## src/rtl/tsync_pkg.sv

```systemverilog
package tsync_pkg;
  typedef enum logic [2:0] {
    PH_WAIT,
    PH_RDY,
    PH_PRE,
    PH_EXEC,
    PH_POST
  } phase_t;
endpackage

```

## src/rtl/tsync_fifo.sv

```systemverilog
module tsync_fifo #(
  parameter int W     = 3,
  parameter int DEPTH = 8
) (
  input  logic         clk,
  input  logic         rst_n,
  input  logic         push_a,
  input  logic [W-1:0] data_a,
  input  logic         push_b,
  input  logic [W-1:0] data_b,
  input  logic         pop,
  output logic [W-1:0] head,
  output logic         empty
);
  localparam int PW = (DEPTH > 1) ? $clog2(DEPTH) : 1;
  localparam int CW = $clog2(DEPTH + 1);

  logic [W-1:0]  mem [DEPTH];
  logic [PW-1:0] wp, rp;
  logic [CW-1:0] cnt;

  function automatic logic [PW-1:0] step(input logic [PW-1:0] p);
    return (p == PW'(DEPTH - 1)) ? '0 : p + 1'b1;
  endfunction

  always_ff @(posedge clk) begin
    if (push_a) mem[wp] <= data_a;
    if (push_b) mem[push_a ? step(wp) : wp] <= data_b;
  end

  always_ff @(posedge clk) begin
    if (!rst_n) begin
      wp  <= '0;
      rp  <= '0;
      cnt <= '0;
    end else begin
      case ({push_a, push_b})
        2'b11:          wp <= step(step(wp));
        2'b10, 2'b01:   wp <= step(wp);
        default:        wp <= wp;
      endcase
      if (pop) rp <= step(rp);
      cnt <= cnt + CW'(push_a) + CW'(push_b) - CW'(pop);
    end
  end

  assign head  = mem[rp];
  assign empty = (cnt == '0);

  // the queue never takes more entries than it holds
  a_r5_no_overflow: assert property (@(posedge clk) disable iff (!rst_n)
    (cnt == CW'(DEPTH) && !pop) |-> !(push_a || push_b));
  // nothing is granted from an empty queue
  a_r5_no_underflow: assert property (@(posedge clk) disable iff (!rst_n)
    pop |-> !empty);
endmodule

```

## src/rtl/tsync_ctx_pool.sv

```systemverilog
module tsync_ctx_pool #(
  parameter int N_CTX = 4,
  localparam int CTX_W = (N_CTX > 1) ? $clog2(N_CTX) : 1
) (
  input  logic             clk,
  input  logic             rst_n,
  input  logic             alloc,
  input  logic [N_CTX-1:0] release_mask,
  output logic             avail,
  output logic [CTX_W-1:0] alloc_id,
  output logic [N_CTX-1:0] busy
);
  always_comb begin
    avail    = 1'b0;
    alloc_id = '0;
    for (int c = N_CTX - 1; c >= 0; c--) begin
      if (!busy[c]) begin
        avail    = 1'b1;
        alloc_id = CTX_W'(c);
      end
    end
  end

  always_ff @(posedge clk) begin
    if (!rst_n) begin
      busy <= '0;
    end else begin
      busy <= (busy & ~release_mask) |
              (alloc ? (N_CTX'(1) << alloc_id) : '0);
    end
  end

  // a context is bound only when one is free
  a_r4_alloc_free: assert property (@(posedge clk) disable iff (!rst_n)
    alloc |-> avail);
  // only contexts in use are handed back
  a_r8_release_busy: assert property (@(posedge clk) disable iff (!rst_n)
    (release_mask & ~busy) == '0);
endmodule

```

## src/rtl/tsync_sched.sv

```systemverilog
module tsync_sched
  import tsync_pkg::*;
#(
  parameter int N_ENTRIES = 8,
  parameter int N_CTX     = 4,
  parameter int FP_W      = 8,
  parameter int IP_W      = 16,
  parameter int CNT_W     = 4,
  parameter int HANDOFF   = 4,
  localparam int CTX_W    = (N_CTX > 1) ? $clog2(N_CTX) : 1
) (
  input  logic             clk,
  input  logic             rst_n,
  input  logic             create_valid,
  output logic             create_ready,
  input  logic [FP_W-1:0]  create_fp,
  input  logic [IP_W-1:0]  create_ip,
  input  logic [CNT_W-1:0] create_cnt,
  output logic             full,
  input  logic             store_valid,
  input  logic [FP_W-1:0]  store_fp,
  output logic             store_err,
  input  logic             ctxret_valid,
  input  logic [CTX_W-1:0] ctxret_id,
  output logic             disp_valid,
  input  logic             disp_ready,
  output logic [FP_W-1:0]  disp_fp,
  output logic [IP_W-1:0]  disp_ip,
  output logic [CTX_W-1:0] disp_ctx
);
  localparam int SLOT_W = (N_ENTRIES > 1) ? $clog2(N_ENTRIES) : 1;
  localparam int TMR_W  = $clog2(HANDOFF + 1);

  logic [N_ENTRIES-1:0] e_vld;
  phase_t               e_ph  [N_ENTRIES];
  logic [FP_W-1:0]      e_fp  [N_ENTRIES];
  logic [IP_W-1:0]      e_ip  [N_ENTRIES];
  logic [CNT_W-1:0]     e_cnt [N_ENTRIES];
  logic [CTX_W-1:0]     e_ctx [N_ENTRIES];
  logic [TMR_W-1:0]     e_tmr [N_ENTRIES];

  logic [SLOT_W-1:0] alloc_idx, st_idx, rq_head, dq_head;
  logic              st_hit, st_ok, st_bad, st_zero;
  logic              cr_fire, cr_zero;
  logic              rq_empty, dq_empty, grant, fire;
  logic              ctx_avail;
  logic [CTX_W-1:0]  ctx_id;
  logic [N_CTX-1:0]  ctx_busy, rel_mask;
  logic [N_ENTRIES-1:0] hold_mask;

  // free slot and create acceptance
  always_comb begin
    alloc_idx = '0;
    for (int i = N_ENTRIES - 1; i >= 0; i--)
      if (!e_vld[i]) alloc_idx = SLOT_W'(i);
  end
  assign full         = &e_vld;
  assign create_ready = ~full;
  assign cr_fire      = create_valid & ~full;
  assign cr_zero      = cr_fire & (create_cnt == '0);

  // store matching
  always_comb begin
    st_hit = 1'b0;
    st_idx = '0;
    for (int i = N_ENTRIES - 1; i >= 0; i--) begin
      if (e_vld[i] && e_fp[i] == store_fp) begin
        st_hit = 1'b1;
        st_idx = SLOT_W'(i);
      end
    end
  end
  assign st_ok   = store_valid & st_hit & (e_ph[st_idx] == PH_WAIT);
  assign st_bad  = store_valid & ~st_ok;
  assign st_zero = st_ok & (e_cnt[st_idx] == CNT_W'(1));

  always_ff @(posedge clk) begin
    if (!rst_n) store_err <= 1'b0;
    else        store_err <= st_bad;
  end

  // enabled threads waiting for a context
  tsync_fifo #(.W(SLOT_W), .DEPTH(N_ENTRIES)) u_readyq (
    .clk(clk), .rst_n(rst_n),
    .push_a(st_zero), .data_a(st_idx),
    .push_b(cr_zero), .data_b(alloc_idx),
    .pop(grant), .head(rq_head), .empty(rq_empty)
  );

  assign grant = ~rq_empty & ctx_avail;

  // threads holding a context, in grant order
  tsync_fifo #(.W(SLOT_W), .DEPTH(N_CTX)) u_dispq (
    .clk(clk), .rst_n(rst_n),
    .push_a(grant), .data_a(rq_head),
    .push_b(1'b0), .data_b('0),
    .pop(fire), .head(dq_head), .empty(dq_empty)
  );

  assign disp_valid = ~dq_empty & (e_ph[dq_head] == PH_PRE) & (e_tmr[dq_head] == '0);
  assign fire       = disp_valid & disp_ready;
  assign disp_fp    = e_fp[dq_head];
  assign disp_ip    = e_ip[dq_head];
  assign disp_ctx   = e_ctx[dq_head];

  always_comb begin
    rel_mask  = '0;
    hold_mask = '0;
    for (int i = 0; i < N_ENTRIES; i++) begin
      if (e_vld[i] && e_ph[i] == PH_POST && e_tmr[i] == '0)
        rel_mask[e_ctx[i]] = 1'b1;
      hold_mask[i] = e_vld[i] &&
        (e_ph[i] == PH_PRE || e_ph[i] == PH_EXEC || e_ph[i] == PH_POST);
    end
  end

  tsync_ctx_pool #(.N_CTX(N_CTX)) u_pool (
    .clk(clk), .rst_n(rst_n),
    .alloc(grant), .release_mask(rel_mask),
    .avail(ctx_avail), .alloc_id(ctx_id), .busy(ctx_busy)
  );

  // per-entry lifecycle
  always_ff @(posedge clk) begin
    if (!rst_n) begin
      e_vld <= '0;
      for (int i = 0; i < N_ENTRIES; i++) begin
        e_ph[i]  <= PH_WAIT;
        e_fp[i]  <= '0;
        e_ip[i]  <= '0;
        e_cnt[i] <= '0;
        e_ctx[i] <= '0;
        e_tmr[i] <= '0;
      end
    end else begin
      for (int i = 0; i < N_ENTRIES; i++) begin
        if (e_vld[i]) begin
          case (e_ph[i])
            PH_WAIT: if (st_ok && st_idx == SLOT_W'(i)) begin
              e_cnt[i] <= e_cnt[i] - 1'b1;
              if (st_zero) e_ph[i] <= PH_RDY;
            end
            PH_RDY: if (grant && rq_head == SLOT_W'(i)) begin
              e_ph[i]  <= PH_PRE;
              e_ctx[i] <= ctx_id;
              e_tmr[i] <= TMR_W'(HANDOFF);
            end
            PH_PRE: begin
              if (e_tmr[i] != '0)
                e_tmr[i] <= e_tmr[i] - 1'b1;
              else if (fire && dq_head == SLOT_W'(i))
                e_ph[i] <= PH_EXEC;
            end
            PH_EXEC: if (ctxret_valid && ctxret_id == e_ctx[i]) begin
              e_ph[i]  <= PH_POST;
              e_tmr[i] <= TMR_W'(HANDOFF - 1);
            end
            PH_POST: begin
              if (e_tmr[i] == '0) e_vld[i] <= 1'b0;
              else                e_tmr[i] <= e_tmr[i] - 1'b1;
            end
            default: e_ph[i] <= PH_WAIT;
          endcase
        end else if (cr_fire && alloc_idx == SLOT_W'(i)) begin
          e_vld[i] <= 1'b1;
          e_fp[i]  <= create_fp;
          e_ip[i]  <= create_ip;
          e_cnt[i] <= create_cnt;
          e_ph[i]  <= cr_zero ? PH_RDY : PH_WAIT;
        end
      end
    end
  end

  // an offered thread is held until taken
  a_r6_hold_offer: assert property (@(posedge clk) disable iff (!rst_n)
    (disp_valid && !disp_ready) |=>
      (disp_valid && $stable(disp_fp) && $stable(disp_ip) && $stable(disp_ctx)));
  // the dispatched context is marked in use by the pool
  a_r4_disp_ctx_busy: assert property (@(posedge clk) disable iff (!rst_n)
    disp_valid |-> ctx_busy[disp_ctx]);
  // threads holding a context match contexts in use
  a_r9_ctx_accounting: assert property (@(posedge clk) disable iff (!rst_n)
    $countones(hold_mask) == $countones(ctx_busy));
endmodule

```

## config.mk

```make
export PLATFORM = sky130hd
export DESIGN_NAME = tsync_sched
export DESIGN_NICKNAME = d
export VERILOG_FILES = /design/src/rtl/tsync_pkg.sv /design/src/rtl/tsync_fifo.sv /design/src/rtl/tsync_ctx_pool.sv /design/src/rtl/tsync_sched.sv
export SDC_FILE = /design/constraint.sdc
export NUM_CORES = 1
export LEC_CHECK = 0
export BUFFER_PORTS_ARGS = -buffer_cell sky130_fd_sc_hd__buf_2
export CORE_AREA = 2 2 181 183
export DETAILED_ROUTE_END_ITERATION = 16
export DIE_AREA = 0 0 183 185
export PLACE_DENSITY = 0.81
export RECOVER_POWER = 25
export SETUP_SLACK_MARGIN = 0.4
export SYNTH_ARGS = -nofsm -noshare
export SYNTH_HDL_FRONTEND = slang
export SYNTH_HIERARCHICAL = 1
export SYNTH_SLANG_ARGS = --single-unit
```

## constraint.sdc

```tcl
create_clock -name clk -period 9.35 [get_ports clk]
set_input_delay 0 -clock clk [delete_from_list [all_inputs] [get_ports clk]]
set_output_delay 0 -clock clk [all_outputs]
set_load 0.01 [all_outputs]
```

# After elaboration in Yosys (flattened, before gate mapping)
# Memory sizes are Yosys's and may differ from the RTL's. A register that Yosys moved wholly into a read port is not among the register bits.
# Index checks and enable logic that the tools add are counted.
dict set report word_totals {
  register_bits 30
  latch_bits 0
  mem_bits_rw 324
  romBits 0
  in_bits 44
  out_inout_bits 30
  word_cells 971
  memories 8
}
dict set report classes {
  addsub 26
  multipliers 0
  div_mod_pow 0
  order_cmp 16
  n_eq_ne 86
  n_shift 1
  mux 565
  bitwise 144
  reduce_logical 116
}
# memory words width rd rd_ports_with_merged_regs wr line_no
set memory_table {}
lappend memory_table {e_ip 8 16 1 0 8 tsync_sched.sv:37} ;# logic [IP_W-1:0] e_ip [N_ENTRIES];
lappend memory_table {e_fp 8 8 9 0 8 tsync_sched.sv:36} ;# logic [FP_W-1:0] e_fp [N_ENTRIES];
lappend memory_table {e_cnt 8 4 9 0 8 tsync_sched.sv:38} ;# logic [CNT_W-1:0] e_cnt [N_ENTRIES];
lappend memory_table {e_ph 8 3 10 0 8 tsync_sched.sv:35} ;# phase_t e_ph [N_ENTRIES];
lappend memory_table {e_tmr 8 3 9 0 8 tsync_sched.sv:40} ;# logic [TMR_W-1:0] e_tmr [N_ENTRIES];
lappend memory_table {u_readyq.mem 8 3 1 1 2 tsync_fifo.sv:18} ;# logic [W-1:0] mem [DEPTH];
lappend memory_table {{2 more memories} n/a n/a n/a n/a n/a n/a}
# cell count
set ops {}
lappend ops {{$mux W1} 396}
lappend ops {{$mux W3} 102}
lappend ops {{$mux W16} 8}
lappend ops {{$or A1 B1 Y1} 120}
lappend ops {{$mux W4} 25}
lappend ops {{$eq A3 B3 Y1 const B} 27}
lappend ops {{$eq A3 B2 Y1 const B} 25}
lappend ops {{$logic_and A1 B1 Y1} 72}
lappend ops {{$logic_not A3 Y1} 23}
lappend ops {{$eq A8 B8 Y1} 8}
lappend ops {{$mux W8} 8}
lappend ops {{$reduce_or A5 Y1} 8}
lappend ops {{$eq A3 B1 Y1 const B} 12}
lappend ops {{$mux W2} 17}
lappend ops {{$or A4 B4 Y4} 8}
lappend ops {{$sub A4 B1 Y4 const B} 8}
lappend ops {{$lt A2 B3 Y1 const B} 8}
lappend ops {{$reduce_bool A3 Y1} 8}
lappend ops {{$sub A3 B1 Y3 const B} 8}
lappend ops {{$demux W1 S2} 8}
lappend ops {{$eq A2 B2 Y1} 8}
lappend ops {{$ge A2 B1 Y1 const B} 8}
lappend ops {{$and A1 B1 Y1} 10}
lappend ops {{$add A3 B1 Y3 const B} 3}
lappend ops {{17 further kinds} 26}

# Depth between registers and ports, before layout
# An unclocked memory read counts as a cell.
dict set report logic_depth {
  word_depth 27
  mapped_depth 18
  ltp_nobuf 17
}

# Cells and area by module
# The synthesis kept the hierarchy.
# mod n_inst cells_each area_per_inst_um2
set by_module_without_submodules {}
lappend by_module_without_submodules {tsync_sched 1 1453 16370.7}
lappend by_module_without_submodules {{tsync_fifo (u_readyq)} 1 165 2152.1}
lappend by_module_without_submodules {{tsync_fifo (u_dispq)} 1 106 1182.4}
lappend by_module_without_submodules {tsync_ctx_pool 1 23 200.2}

# Worst setup path before layout
# OpenSTA, ideal clock, no wires.
dict set report synth_timing {
  kind {register to register}
  from {mem e_fp[4][1]}
  to {mem u_readyq.mem[4][0] (data pin)}
  setup_ns 0.260
  arrival_ns 3.303
  required_time_ns 9.090
  path_slack_ns 5.788
  path_stages_with_launch 15
  n_path_buf 1
  synth_period_minus_slack_ns 3.562
  path_cell_list {edfxtp_1 > xnor2_1 > nand3_1 > nor3_2 > nand4b_1 > and3_1 > clkbuf_1 > nor2_1 > a221oi_1 > nand3_1 > inv_1 > nor3b_2 > a21oi_2 > nand3_2 > mux2_2}
}
# element line_no
set synth_rtl {}
lappend synth_rtl {{start: declaration} tsync_sched.sv:36}
lappend synth_rtl {{end: declaration} tsync_fifo.sv:18}

==> Flow_metrics.wiki <==
{| class="wikitable"
! Metric !! Value
|-
| Count of distinct cell types in the synthesized netlist || 90
|-
| Final Hold Violating Endpoints || 0
|-
| Drt first-iter violations || 1,637
|-
| Antenna-violating nets left || 0
|-
| Synthesis Warnings || 6
|-
| Die Width || 183 um
|-
| Wirelength per Cell || 23.7 um
|-
| Diode count || 0
|-
| Global placer's final weighted congestion || 0.985
|-
| Net count of the finished layout || 1,924
|-
| Commonest non-fill, non-tap cell in the layout || edfxtp_1
|-
| CTS clk-pin slew, worst paths || 60 ps
|-
| Number of sinks on the clock net || 359
|-
| Peak clock frequency supported by timing || 155 MHz
|-
| Setup-violating endpoint count in the final report || 0
|-
| R2R setup slack || 4350 ps
|-
| Final wirelength || 53.8 mm
|-
| Worst setup slack after layout || 2890 ps
|-
| Synth-to-Final Area Change || 11.0%
|-
| Crit Reg-Reg Endpoint || u_readyq/mem[3][0]$_DFFE_PP_
|-
| Dpl hpwl || 35.7 mm
|-
| Die area || 0.0339 mm^2
|-
| Placed cell count || 2,171
|-
| Terminating pin of the worst hold path || e_tmr[6][2]$_SDFFCE_PN0P_
|-
| Fillcell total || 2,288
|-
| Predominant post-synthesis flop cell || edfxtp_1
|-
| Unrepaired setup endpoints after global routing || false
|-
| Number of register bits inferred by synthesis || 359
|-
| Sequential area share after synthesis || 52.4%
|-
| Commonest cells after routing, fill and taps aside || edfxtp_1, nor2_1, nand2_1
|-
| Final standard cell count with taps included and fillers excluded || 2,274
|-
| Combined global-route utilization of all metal layers || 32.2%
|-
| Clock tree from TritonCTS || done
|-
| Post-CTS Setup Bufs || 0
|-
| WS Path Type || in -> reg
|-
| Standby leakage power || 0.00808 uW
|-
| Maximum number of pins on one net before global-route repair || 82
|-
| Initial antenna violation count || 1
|-
| Global-route wire length before repair || 83.3 mm
|-
| Clk Tree Root Cell || clkbuf_16
|-
| Final min period || 6460 ps
|-
| Max-cap violations || 4
|-
| Power per cell area || 225 mW/mm^2
|-
| Gate count of the mapped netlist || 1,747
|-
| Post-synthesis average cell area || 11.4 um^2
|-
| Core Util, Final || 69.0%
|-
| Beginning of the worst hold path || ctxret_valid
|-
| Post-cts hold buffer count || 31
|-
| Via count of the first global-routing pass || 15,000
|-
| CP endpoint kind || flip-flop
|-
| Starting density of the core || 62.1%
|-
| Mapped Area || 0.0199 mm^2
|-
| Hold WS || 112 ps
|-
| Final period util || 69.1%
|-
| Detailed-router iteration count before antenna repair || 6
|-
| Vias per cell || 6.54
|-
| Number of port buffers || 73
|-
| Post-synthesis async set-or-reset flop share || 0%
|-
| Startpoint of the worst register-to-register path || e_fp[4][3]$_SDFFCE_PN0P_
|-
| H-tree Lvls || 2
|-
| Placement Setup Slack || 4490 ps
|-
| Max Clock Skew || 38.0 ps
|-
| Arrival time reported for the critical path endpoint || 6710 ps
|-
| Violated checks || max-capacitance violations, max-slew violations
|-
| EDFF count, synth || 324
|-
| Maximum clock insertion buffer count || 3
|-
| Vertical die dimension || 185 um
|-
| Worst max-slew margin expressed relative to the limit || -186%
|-
| Crit start category || input pin
|-
| GRT overflow || 0
|-
| Core region area || 0.0320 mm^2
|-
| VDD IR max || 0.215 mV
|-
| Status || finished with violations
|-
| Layout cell share with drive strength beyond 1 || 16.0%
|-
| FF-to-FF path depth || 13
|-
| Total clock buffers created by CTS || 39
|-
| DRC Markers || 0
|-
| Worst Max-Slew Pin Slew || 4300 ps
|-
| Post-cts resize count || 0
|-
| Hold Path Cell Cnt || 4
|-
| Total vias in the final route || 14,900
|-
| Top-Level Pins || 74
|-
| Clock latency of the later-clocked register in the worst-skew pair || 570 ps
|-
| Final sum of negative setup slack || 0 ps
|-
| Total count of max-transition violations in the final report || 174
|-
| Required time of the critical path || 9600 ps
|-
| Min-delay worst type || in -> reg
|-
| Cell Rows || 66
|-
| Biggest fanout along the worst timing path || 81
|-
| Worst setup startpoint || rst_n
|}
==> metal layers <==
layer	up-vias	track usage, %	share of wire [%]
li1	6566	-	-
met1	7142	41.4	37
met2	954	53.7	48
met3	204	6.37	11
met4	2	13.8	4.5
met5	-	0	0.020
==> worst max path at each step <==
stage,endpoint,cells after the start
detailed placement,u_readyq/mem[7][1]$_DFFE_PP_,13
floorplan,u_readyq/mem[4][0]$_DFFE_PP_,14
global route,e_ph[5][0]$_DFFE_PP_,7
global placement,u_readyq/mem[2][2]$_DFFE_PP_,13
CTS,u_readyq/mem[7][2]$_DFFE_PP_,13
finish,e_ph[5][0]$_DFFE_PP_,7
==> final cells by class <==
type / instances / area [um^2] / area share, %
multi-input cells: 1207 / 8710 / 39.4
well taps: 408 / 510 / 2.31
inverters: 104 / 390 / 1.77
flip-flops and latches: 359 / 10400 / 47.2
clock inverters: 22 / 206 / 0.934
clock buffers: 50 / 1040 / 4.69
repair buffers: 124 / 806 / 3.65
==> cell usage after synthesis, types with 11 or more instances <==
library cell / count / area share (%)
a211oi_1: 16 / 0.60
a21oi_1: 24 / 0.60
and2_1: 42 / 1.3
buf_1: 18 / 0.34
clkbuf_1: 50 / 0.94
dfxtp_1: 35 / 3.5
edfxtp_1: 324 / 49
ha_1: 41 / 2.6
inv_1: 102 / 1.9
mux2_2: 55 / 3.1
mux4_2: 61 / 6.9
nand2_1: 144 / 2.7
nand2b_1: 25 / 0.79
nand3_1: 51 / 1.3
nand4_1: 37 / 1.2
nand4b_1: 13 / 0.57
nor2_1: 221 / 4.2
nor2b_1: 23 / 0.72
nor3_1: 52 / 1.3
nor3b_1: 12 / 0.45
nor4_1: 22 / 0.69
o21ai_0: 53 / 1.3
o22ai_1: 19 / 0.60
or3_1: 11 / 0.35
or4_1: 11 / 0.41
xnor2_1: 88 / 3.9
xor2_1: 31 / 1.4
==> stage by stage <==
step / total power, uW / area (um^2)
2_1_floorplan: 3030 / 19900
5_1_grt: 5150 / 22100
6_report: 4970 / 22100
3_5_place_dp: 3470 / 20600
3_3_place_gp: 3420 / 20600
4_1_cts: 4960 / 22100
==> power by group <==
part           switching, uW  internal (uW)  total, uW
clock network            656            850       1510
registers               97.6           1900       2000
logic                    805            662       1470
==> state kept, by name (all words and copies together), names as in the netlist, named ones only <==
| signal | flops |
|---|---|
| u_dispq/cnt | 3 |
| u_dispq/wp | 2 |
| u_readyq/cnt | 4 |
| u_pool/busy | 4 |
| u_dispq/mem | 12 |
| u_readyq/mem | 24 |
| e_vld | 8 |
| e_tmr | 24 |
| u_readyq/wp | 3 |
| e_ctx | 16 |
| e_ip | 128 |
| e_fp | 64 |
| store_err | 1 |
| e_cnt | 32 |
| u_dispq/rp | 2 |
| u_readyq/rp | 3 |
| e_ph | 24 |
==> logic make-up after synthesis <==
kind of cell | Yosys count | share of synthesized area, %
buffers and inverters | 191 | 4.04
DFF | 359 | 52.4
AOI/OAI and AO/OA | 194 | 6.85
adders and majority gates | 45 | 2.98
muxes | 122 | 10.3
other | 1 | 0.0188
and+or+nand+nor | 716 | 18.2
xor gates and xnor gates | 119 | 5.24
==> worst max-delay path, cell delays in order <==
cell and delay, ps:
dlygate4sd3_1 520, clkbuf_1 1430, clkbuf_1 3100, nand2_1 590, or4_1 750, nor2_1 110, o21ai_0 180
Power figures use the tool's default switching activity.
